===== src/rtl/mq_pkg.sv =====
// Package: shared sizing defaults and types for the multi-queue write port.
// Assumes queue count and depth are powers of two.
package mq_pkg;
    localparam int MQ_NUM_Q  = 4;
    localparam int MQ_DATA_W = 36;
    localparam int MQ_DEPTH  = 16;
    localparam int MQ_ID_W   = 3;
    localparam int MQ_QSEL_W = $clog2(MQ_NUM_Q);
    localparam int MQ_ADDR_W = MQ_ID_W + MQ_QSEL_W;

    typedef logic [MQ_QSEL_W-1:0] qsel_t;
endpackage


===== src/rtl/mq_queue_sel.sv =====
// mq_queue_sel: captures the active-queue selection from the write address.
// Assumes the device field is the upper ID_W bits and the queue field the
// low QSEL_W bits of wr_addr. A selection is taken only when wr_addr_en is high.
module mq_queue_sel #(
    parameter int ID_W   = 3,
    parameter int QSEL_W = 2,
    localparam int ADDR_W = ID_W + QSEL_W
) (
    input  logic              clk,
    input  logic              rst_n,
    input  logic [ID_W-1:0]   dev_id,
    input  logic [ADDR_W-1:0] wr_addr,
    input  logic              wr_addr_en,
    output logic              sel_hit,
    output logic [QSEL_W-1:0] sel_q
);
    logic id_match;

    // Compare the device field of the address with the strapped identity.
    always_comb begin
        id_match = (wr_addr[ADDR_W-1:QSEL_W] == dev_id);
    end

    // Hold the last qualified selection until the next one arrives.
    always_ff @(posedge clk) begin
        if (!rst_n) begin
            sel_hit <= 1'b0;
            sel_q   <= '0;
        end else if (wr_addr_en) begin
            sel_hit <= id_match;
            sel_q   <= wr_addr[QSEL_W-1:0];
        end
    end
endmodule


===== src/rtl/mq_queue_bank.sv =====
// mq_queue_bank: one circular queue with push/pop strobes.
// Assumes DEPTH is a power of two so the pointers wrap naturally. A push
// while full and a pop while empty are dropped without moving any pointer.
module mq_queue_bank #(
    parameter int DATA_W = 36,
    parameter int DEPTH  = 16,
    localparam int PTR_W = $clog2(DEPTH),
    localparam int CNT_W = $clog2(DEPTH + 1)
) (
    input  logic              clk,
    input  logic              rst_n,
    input  logic              push,
    input  logic [DATA_W-1:0] din,
    input  logic              pop,
    output logic [DATA_W-1:0] dout,
    output logic              full,
    output logic              empty
);
    logic [DATA_W-1:0] mem [DEPTH];
    logic [PTR_W-1:0]  wr_ptr;
    logic [PTR_W-1:0]  rd_ptr;
    logic [CNT_W-1:0]  count;
    logic              do_push;
    logic              do_pop;

    // Derive status and qualify the strobes against it.
    always_comb begin
        full    = (count == CNT_W'(DEPTH));
        empty   = (count == '0);
        do_push = push && !full;
        do_pop  = pop && !empty;
        dout    = mem[rd_ptr];
    end

    // Store an accepted word at the write pointer.
    always_ff @(posedge clk) begin
        if (do_push) begin
            mem[wr_ptr] <= din;
        end
    end

    // Advance pointers and occupancy for accepted operations.
    always_ff @(posedge clk) begin
        if (!rst_n) begin
            wr_ptr <= '0;
            rd_ptr <= '0;
            count  <= '0;
        end else begin
            if (do_push) wr_ptr <= wr_ptr + 1'b1;
            if (do_pop)  rd_ptr <= rd_ptr + 1'b1;
            if (do_push && !do_pop)      count <= count + 1'b1;
            else if (do_pop && !do_push) count <= count - 1'b1;
        end
    end

    // a full queue stays full unless something is popped.
    p_full_holds_r5: assert property (@(posedge clk) disable iff (!rst_n)
        (full && !pop) |=> full);

    // an empty queue stays empty unless something is pushed.
    p_empty_holds_r8: assert property (@(posedge clk) disable iff (!rst_n)
        (empty && !push) |=> empty);
endmodule


===== src/rtl/mq_flag_drive.sv =====
// mq_flag_drive: forms the shared full flag and its output enable.
// Assumes an external pull-up on the shared line, so a device that is not
// driving also presents its own flag value as inactive (high).
module mq_flag_drive #(
    parameter int NUM_Q  = 4,
    parameter int QSEL_W = 2
) (
    input  logic              clk,
    input  logic              rst_n,
    input  logic              sel_hit,
    input  logic [QSEL_W-1:0] sel_q,
    input  logic [NUM_Q-1:0]  q_full,
    output logic              full_n,
    output logic              full_oe
);
    // Report the active queue's status only while this device owns the line.
    always_comb begin
        full_oe = sel_hit;
        full_n  = !(sel_hit && q_full[sel_q]);
    end

    // a released line always reads as not full.
    p_released_high_r6: assert property (@(posedge clk) disable iff (!rst_n)
        !full_oe |-> full_n);
endmodule


===== src/rtl/mq_write_port.sv =====
// mq_write_port: four-queue write port with a shareable active-low full flag.
// Assumes one clock domain for writing and for the observation read port.
module mq_write_port #(
    parameter int NUM_Q  = mq_pkg::MQ_NUM_Q,
    parameter int DATA_W = mq_pkg::MQ_DATA_W,
    parameter int DEPTH  = mq_pkg::MQ_DEPTH,
    parameter int ID_W   = mq_pkg::MQ_ID_W,
    localparam int QSEL_W = $clog2(NUM_Q),
    localparam int ADDR_W = ID_W + QSEL_W
) (
    input  logic              clk,
    input  logic              rst_n,
    input  logic [ID_W-1:0]   dev_id,
    input  logic [ADDR_W-1:0] wr_addr,
    input  logic              wr_addr_en,
    input  logic              wr_en_n,
    input  logic [DATA_W-1:0] wr_data,
    output logic              full_n,
    output logic              full_oe,
    input  logic [QSEL_W-1:0] rd_q,
    input  logic              rd_en,
    output logic [DATA_W-1:0] rd_data,
    output logic              rd_empty
);
    logic              sel_hit;
    logic [QSEL_W-1:0] sel_q;
    logic [NUM_Q-1:0]  q_push;
    logic [NUM_Q-1:0]  q_pop;
    logic [NUM_Q-1:0]  q_full;
    logic [NUM_Q-1:0]  q_empty;
    logic [DATA_W-1:0] q_dout [NUM_Q];

    mq_queue_sel #(.ID_W(ID_W), .QSEL_W(QSEL_W)) u_sel (
        .clk        (clk),
        .rst_n      (rst_n),
        .dev_id     (dev_id),
        .wr_addr    (wr_addr),
        .wr_addr_en (wr_addr_en),
        .sel_hit    (sel_hit),
        .sel_q      (sel_q)
    );

    for (genvar g = 0; g < NUM_Q; g++) begin : g_q
        // Steer write and read strobes to this queue.
        always_comb begin
            q_push[g] = sel_hit && !wr_en_n && (sel_q == QSEL_W'(g));
            q_pop[g]  = rd_en && (rd_q == QSEL_W'(g));
        end

        mq_queue_bank #(.DATA_W(DATA_W), .DEPTH(DEPTH)) u_bank (
            .clk   (clk),
            .rst_n (rst_n),
            .push  (q_push[g]),
            .din   (wr_data),
            .pop   (q_pop[g]),
            .dout  (q_dout[g]),
            .full  (q_full[g]),
            .empty (q_empty[g])
        );
    end

    // Present the observed queue's head on the read port.
    always_comb begin
        rd_data  = q_dout[rd_q];
        rd_empty = q_empty[rd_q];
    end

    mq_flag_drive #(.NUM_Q(NUM_Q), .QSEL_W(QSEL_W)) u_flag (
        .clk     (clk),
        .rst_n   (rst_n),
        .sel_hit (sel_hit),
        .sel_q   (sel_q),
        .q_full  (q_full),
        .full_n  (full_n),
        .full_oe (full_oe)
    );

    // a matching selection takes the flag line in the next cycle.
    p_sel_match_r2: assert property (@(posedge clk) disable iff (!rst_n)
        (wr_addr_en && (wr_addr[ADDR_W-1:QSEL_W] == dev_id)) |=> full_oe);

    // a selection for another device releases the flag line.
    p_sel_other_r6: assert property (@(posedge clk) disable iff (!rst_n)
        (wr_addr_en && (wr_addr[ADDR_W-1:QSEL_W] != dev_id)) |=> !full_oe);

    // without a new selection the line ownership does not change.
    p_sel_hold_r2: assert property (@(posedge clk) disable iff (!rst_n)
        !wr_addr_en |=> $stable(full_oe));
endmodule


===== config.mk =====
export PLATFORM = sky130hd
export DESIGN_NAME = mq_write_port
export DESIGN_NICKNAME = d
export VERILOG_FILES = /design/src/rtl/mq_pkg.sv /design/src/rtl/mq_queue_sel.sv /design/src/rtl/mq_queue_bank.sv /design/src/rtl/mq_flag_drive.sv /design/src/rtl/mq_write_port.sv
export SDC_FILE = /design/constraint.sdc
export NUM_CORES = 2
export LEC_CHECK = 0
export ABC_AREA = 1
export BUFFER_PORTS_ARGS = -buffer_cell sky130_fd_sc_hd__buf_2
export CAP_MARGIN = 20
export CORE_ASPECT_RATIO = 1.1
export CORE_MARGIN = 10
export CORE_UTILIZATION = 52
export DETAILED_ROUTE_END_ITERATION = 10
export HOLD_SLACK_MARGIN = 0.05
export PLACE_DENSITY_LB_ADDON = 0.3
export SLEW_MARGIN = 15
export SYNTH_ARGS = -nofsm -noshare
export SYNTH_HDL_FRONTEND = slang
export SYNTH_SLANG_ARGS = --single-unit
export TNS_END_PERCENT = 30

===== constraint.sdc =====
create_clock -name clk -period 5.9 [get_ports clk]
set_input_delay 0.59 -clock clk [delete_from_list [all_inputs] [get_ports clk]]
set_output_delay 0.59 -clock clk [all_outputs]
set_load 0.01 [all_outputs]

# Yosys cells after proc, flatten, opt, wreduce, memory -nomap -nowiden

Memory sizes are Yosys's and may differ from the RTL's. A register that Yosys moved wholly into a read port is not among the register bits.
Index checks and enable logic that the tools add are counted.

Flip-flop bits (word level): 55
Bits in writable memories: 2304
Word-level logic and storage cells: 134
Memories: 4

Memory list:

| name              | depth | bits a word | read ports | clocked after memory_dff | wr ports | line                | text |
|---|---|---|---|---|---|---|---|
| g_q[0].u_bank.mem | 16    | 36          | 1          | 1                        | 1        | mq_queue_bank.sv:19 | `logic [DATA_W-1:0] mem [DEPTH];` |
| g_q[1].u_bank.mem | 16    | 36          | 1          | 1                        | 1        | mq_queue_bank.sv:19 |  |
| g_q[2].u_bank.mem | 16    | 36          | 1          | 1                        | 1        | mq_queue_bank.sv:19 |  |
| g_q[3].u_bank.mem | 16    | 36          | 1          | 1                        | 1        | mq_queue_bank.sv:19 |  |

Add/sub/neg operators: 16
Order comparisons: 3
Equality and inequality tests: 11
Multiplexer cells: 31
Bitwise gates (word level): 1
Reductions and logical operators: 54

Operator list:

| operator              | number |
|---|---|
| $bmux W36 S2          | 1 |
| $mux W36              | 2 |
| $mux W5               | 8 |
| $add A4 B1 Y4 const B | 8 |
| $mux W4               | 8 |
| $logic_and A1 B1 Y1   | 26 |
| $add A5 B1 Y5 const B | 4 |
| $eq A5 B5 Y1 const B  | 4 |
| $logic_not A5 Y1      | 4 |
| $sub A5 B1 Y5 const B | 4 |
| $logic_not A1 Y1      | 18 |
| $mux W1               | 10 |
| $eq A2 B2 Y1 const B  | 4 |
| $reduce_bool A2 Y1    | 4 |
| $lt A2 B3 Y1 const B  | 2 |
| $bmux W1 S2           | 2 |
| $eq A2 B1 Y1 const B  | 2 |
| $logic_not A2 Y1      | 2 |
| $eq A3 B3 Y1          | 1 |
| $ge A3 B3 Y1 const B  | 1 |
| $not A2 Y3            | 1 |

# Longest topological paths before layout

Depth in word-level cells: 8
Mapped depth: 15
Depth with buffers taken out: 15

# Cells and area by module

From an unflattened synthesis, not the netlist that was laid out.

Cell total of the unflattened synthesis: 10251
Area total of the unflattened synthesis: 104002.2 um2

By module, submodules not included:

| module                            | times used | cells an instance | area an instance (um2) |
|---|---|---|---|
| mq_queue_bank (g_q[0].u_bank ...) | 2          | 2458              | 25522.0 |
| mq_queue_bank (g_q[1].u_bank)     | 1          | 2458              | 25618.3 |
| mq_queue_bank (g_q[3].u_bank)     | 1          | 2459              | 25609.6 |
| mq_write_port                     | 1          | 373               | 1498.9 |
| mq_queue_sel                      | 1          | 30                | 168.9 |
| mq_flag_drive                     | 1          | 15                | 62.6 |

# Worst setup path before layout

Ideal clock, no wire load.

Kind: input port to flip-flop
Start point: input wr_en_n
End point: memory g_q[1].u_bank.mem[3][0] (enable)
Library setup time: 0.474 ns
Arrival time: 3.429 ns
Data required time: 5.426 ns
Slack: 1.996 ns
Cell stages on the path: 5
Path buffers: 0
Cell sequence: inv_1 > nand2_1 > nor2_1 > nand2_2 > nor3_1

Word-level cells in the longest chain between the ends: 6

RTL lines:

| what                             | line                | text |
|---|---|---|
| start: declaration               | mq_write_port.sv:16 | `input logic wr_en_n,` |
| $logic_not A1 Y1                 | mq_write_port.sv:46 | `q_push[g] = sel_hit && !wr_en_n && (sel_q == QSEL_W'(g));` |
| $logic_and A1 B1 Y1 (2 in a row) | mq_write_port.sv:46 |  |
| $logic_and A1 B1 Y1              | mq_queue_bank.sv:30 | `do_push = push && !full;` |
| $mux W1                          | mq_queue_bank.sv:37 | `if (do_push) begin` |
| $mux W1 (not written as such)    | mq_queue_bank.sv:38 | `mem[wr_ptr] <= din;` |
| end: declaration                 | mq_queue_bank.sv:19 |  |

Every way passes these cells.

==> metrics <==
status completed; post-route ant nets 0; vias in the first global route 68,200; initial antenna violation count 9; nature of the critical path endpoint output port; CTS HTree Levels 4; GRT met1 Usage 33.4%; M2 GR Usage 41.8%; Final Hold Vio Count 0; Worst Max-Slew Pin Slew 1.18 ns; residual overflow from global routing 0; GRT met3 Usage 4.42%; chip height 486 µm; via count 70,900; Synth area leader edfxtp_1; pwr dens 302 mW/mm²; CTS tree built; max_cap viols 0; most common cell in the netlist nand2_1; CP max FO 104; WL/cell 22.2 µm; Fmax 202 MHz; effective utilization at floorplan 52.4%; Syn Area/Cell 10.1 µm²; Crit Path Class reg -> out; Setup-failing EPs final 0; Yosys cell types 29; largest net degree at the start of global routing 169; DR iter-0 viols 9,207; Post-layout nets 10,200; min Tclk post-route 4.95 ns; io pins 90; CORE AREA 0.196 mm²; area growth from synthesis to layout 10.1%; GRT Total Usage 25.8%; Syn. warnings 0; DRC 0; RSZ-0062 raised after global routing false; clock slew at reported path FFs 0.06 ns; CTS sink count 2,375; Final Max Tran Viols 0; Post-Route WL 286 mm; worst reg2reg path depth 7; Leak Pwr 47.0 nW; Placer Congestion 0.911; worst path required time 5.31 ns; Layout fillers 15,800; die area 0.215 mm²; IO Port Bufs 89; top cells by area, synth edfxtp_1 67%, nand2_1 15%, nand3_1 5.0%; hpwl dp 156 mm; Max-slew headroom 21.5%; worst skew pair latency 0.90 ns; total CTS buffers 225; Final Skew 0.0449 ns; Vias/cell 5.50; synthesized flop and latch total 2,375; asr flop ratio synth 0%; hold slack 0.329 ns; Primary FF master, synth edfxtp_1; Cells after Synth 10,100; Max IR drop VDD 0.364 mV; Root Buffer clkbuf_16; CP arrival 4.36 ns; dpl cell area 0.106 mm²; GR peak layer met2; design area 0.113 mm²; Horiz. Die Dim 444 µm; TNS Setup 0 ns; 1st-pass router iterations 8; crit start category flip-flop; Max clock buf depth 3; postcts setup bufs 0; # placed instances 12,500; Mapped Area 0.103 mm²; Worst Hold Depth 3; Post-synth top cells 4,197 x nand2_1, 2,304 x edfxtp_1, 1,308 x inv_1; Finished Layout Cells 12,900; layout cells sized above 1 6.66%; Net Count, Synth 10,200; period utilization 83.9%; register area share after synthesis 68.8%; Post-synth EDFFs 2,304; HP Class in -> reg; first-pass GRT wire length 423 mm; count of standard-cell rows 170; top cell type's share of synthesized area 67.4%
cell usage in the layout, fill, tap and decap left out, types with 2 or more instances in the layout:
| master | netlist | layout |
|---|---|---|
| o21ai_1 | 89 | 89 |
| bufinv_16 | 0 | 15 |
| nand3_1 | 1028 | 1028 |
| buf_12 | 0 | 9 |
| xor2_1 | 14 | 14 |
| buf_4 | 91 | 162 |
| a21oi_1 | 47 | 47 |
| clkinv_2 | 1 | 35 |
| o21ai_0 | 166 | 166 |
| inv_16 | 0 | 2 |
| inv_1 | 1308 | 1308 |
| inv_2 | 19 | 18 |
| dfxtp_1 | 71 | 55 |
| clkbuf_8 | 0 | 17 |
| inv_8 | 0 | 5 |
| inv_6 | 0 | 5 |
| xnor2_1 | 12 | 12 |
| nor3_2 | 0 | 2 |
| clkbuf_1 | 107 | 64 |
| dlygate4sd3_1 | 0 | 6 |
| clkinv_1 | 5 | 45 |
| nor3_1 | 4 | 2 |
| fa_1 | 4 | 4 |
| ha_1 | 36 | 36 |
| nand2_1 | 4197 | 4197 |
| dfxtp_4 | 0 | 9 |
| nor2_1 | 297 | 233 |
| buf_2 | 215 | 89 |
| edfxtp_1 | 2304 | 2304 |
| nor4_2 | 2 | 2 |
| diode_2 | 0 | 4 |
| inv_4 | 7 | 5 |
| nor2_4 | 0 | 64 |
| clkbuf_16 | 0 | 232 |
| dfxtp_2 | 0 | 7 |
| clkinvlp_4 | 0 | 4 |
| nand4_1 | 9 | 9 |
| clkinv_8 | 0 | 2 |
worst max-delay path: stages (launching register included):
cell and delay, ns:
dfxtp_4 0.75, buf_4 0.92, nand2_1 0.25, nand2_1 0.14, o21ai_0 0.09, nand2_1 0.07
nand3_1 0.06, nand3_1 0.37, nand2_1 0.40, inv_2 0.11, nand2_1 0.05, buf_2 0.15
sequential cells by signal, summed over array words and instances, names as in the netlist, named ones only:
register / flops
g_q.u_bank.wr_ptr: 16
g_q.u_bank.rd_ptr: 16
u_sel.sel_hit: 1
g_q.u_bank.mem: 2304
g_q.u_bank.count: 20
u_sel.sel_q: 2
through the flow:
stage,setup WS [ns],utilization (%),power [mW]
final,0.951,57.7,34.1
after global routing,0.735,57.7,34.9
after CTS,0.984,57.7,34.1
after detailed placement,1.91,54.0,20.1
after global placement,1.91,54.0,20.0
after floorplan,2.00,-,19.4
final timing paths:
kind	endpoint	from	slack [ns]
max	rd_data[30]	flip-flop	0.95
min reg2reg	flip-flop	g_q[2].u_bank.rd_ptr[2]	0.49
min	flip-flop	rd_en	0.33
max reg2reg	g_q[0].u_bank.mem[2][3]	u_sel.sel_q[0]	2.18
kinds of logic (layout without fill, tap and decap cells):
group	count (synthesis)	after routing	share of synthesized area [%]
AO/OA/AOI/OAI	303	303	1.48
XOR/XNOR	26	26	0.222
adder cells (fa/ha/maj)	40	40	0.517
AND/OR/NAND/NOR	5540	5540	21.6
flip-flops	2375	2375	68.8
other	0	4	0
buffers and inverters	1826	2024	7.39
report_power, final:
group | leakage, nW | internal, mW | total, mW | switching [mW]
sequential | 21.3 | 18.5 | 18.5 | 0.0213
clock | 3.54 | 8.06 | 14.4 | 6.29
combinational | 22.2 | 0.242 | 1.20 | 0.960
final cells by class:
| class | count | area, µm² | share of cell area, % |
|---|---|---|---|
| Multi-Input combinational cell | 5909 | 24900 | 22.0 |
| Clock buffer | 313 | 6280 | 5.56 |
| Timing Repair Buffer | 266 | 1900 | 1.68 |
| Antenna cell | 4 | 10.0 | 0.00886 |
| Inverter | 1340 | 5070 | 4.49 |
| Tap cell | 2580 | 3230 | 2.86 |
| Clock inverter | 105 | 963 | 0.853 |
| Sequential cell | 2375 | 70700 | 62.5 |
what timing repair did:
item / CTS / global route
hold endpoints to repair: 3 / 0
hold buffers: 6 / 0
resized for setup: 0 / 0
layer usage:
layer / part of all wire (%) / vias up
met4: 5.6 / 6
met1: 38 / 34000
met5: 0.015 / -
met2: 47 / 3630
met3: 9.7 / 662
li1: - / 32600
Note: power is estimated with default switching activity, not from simulation.
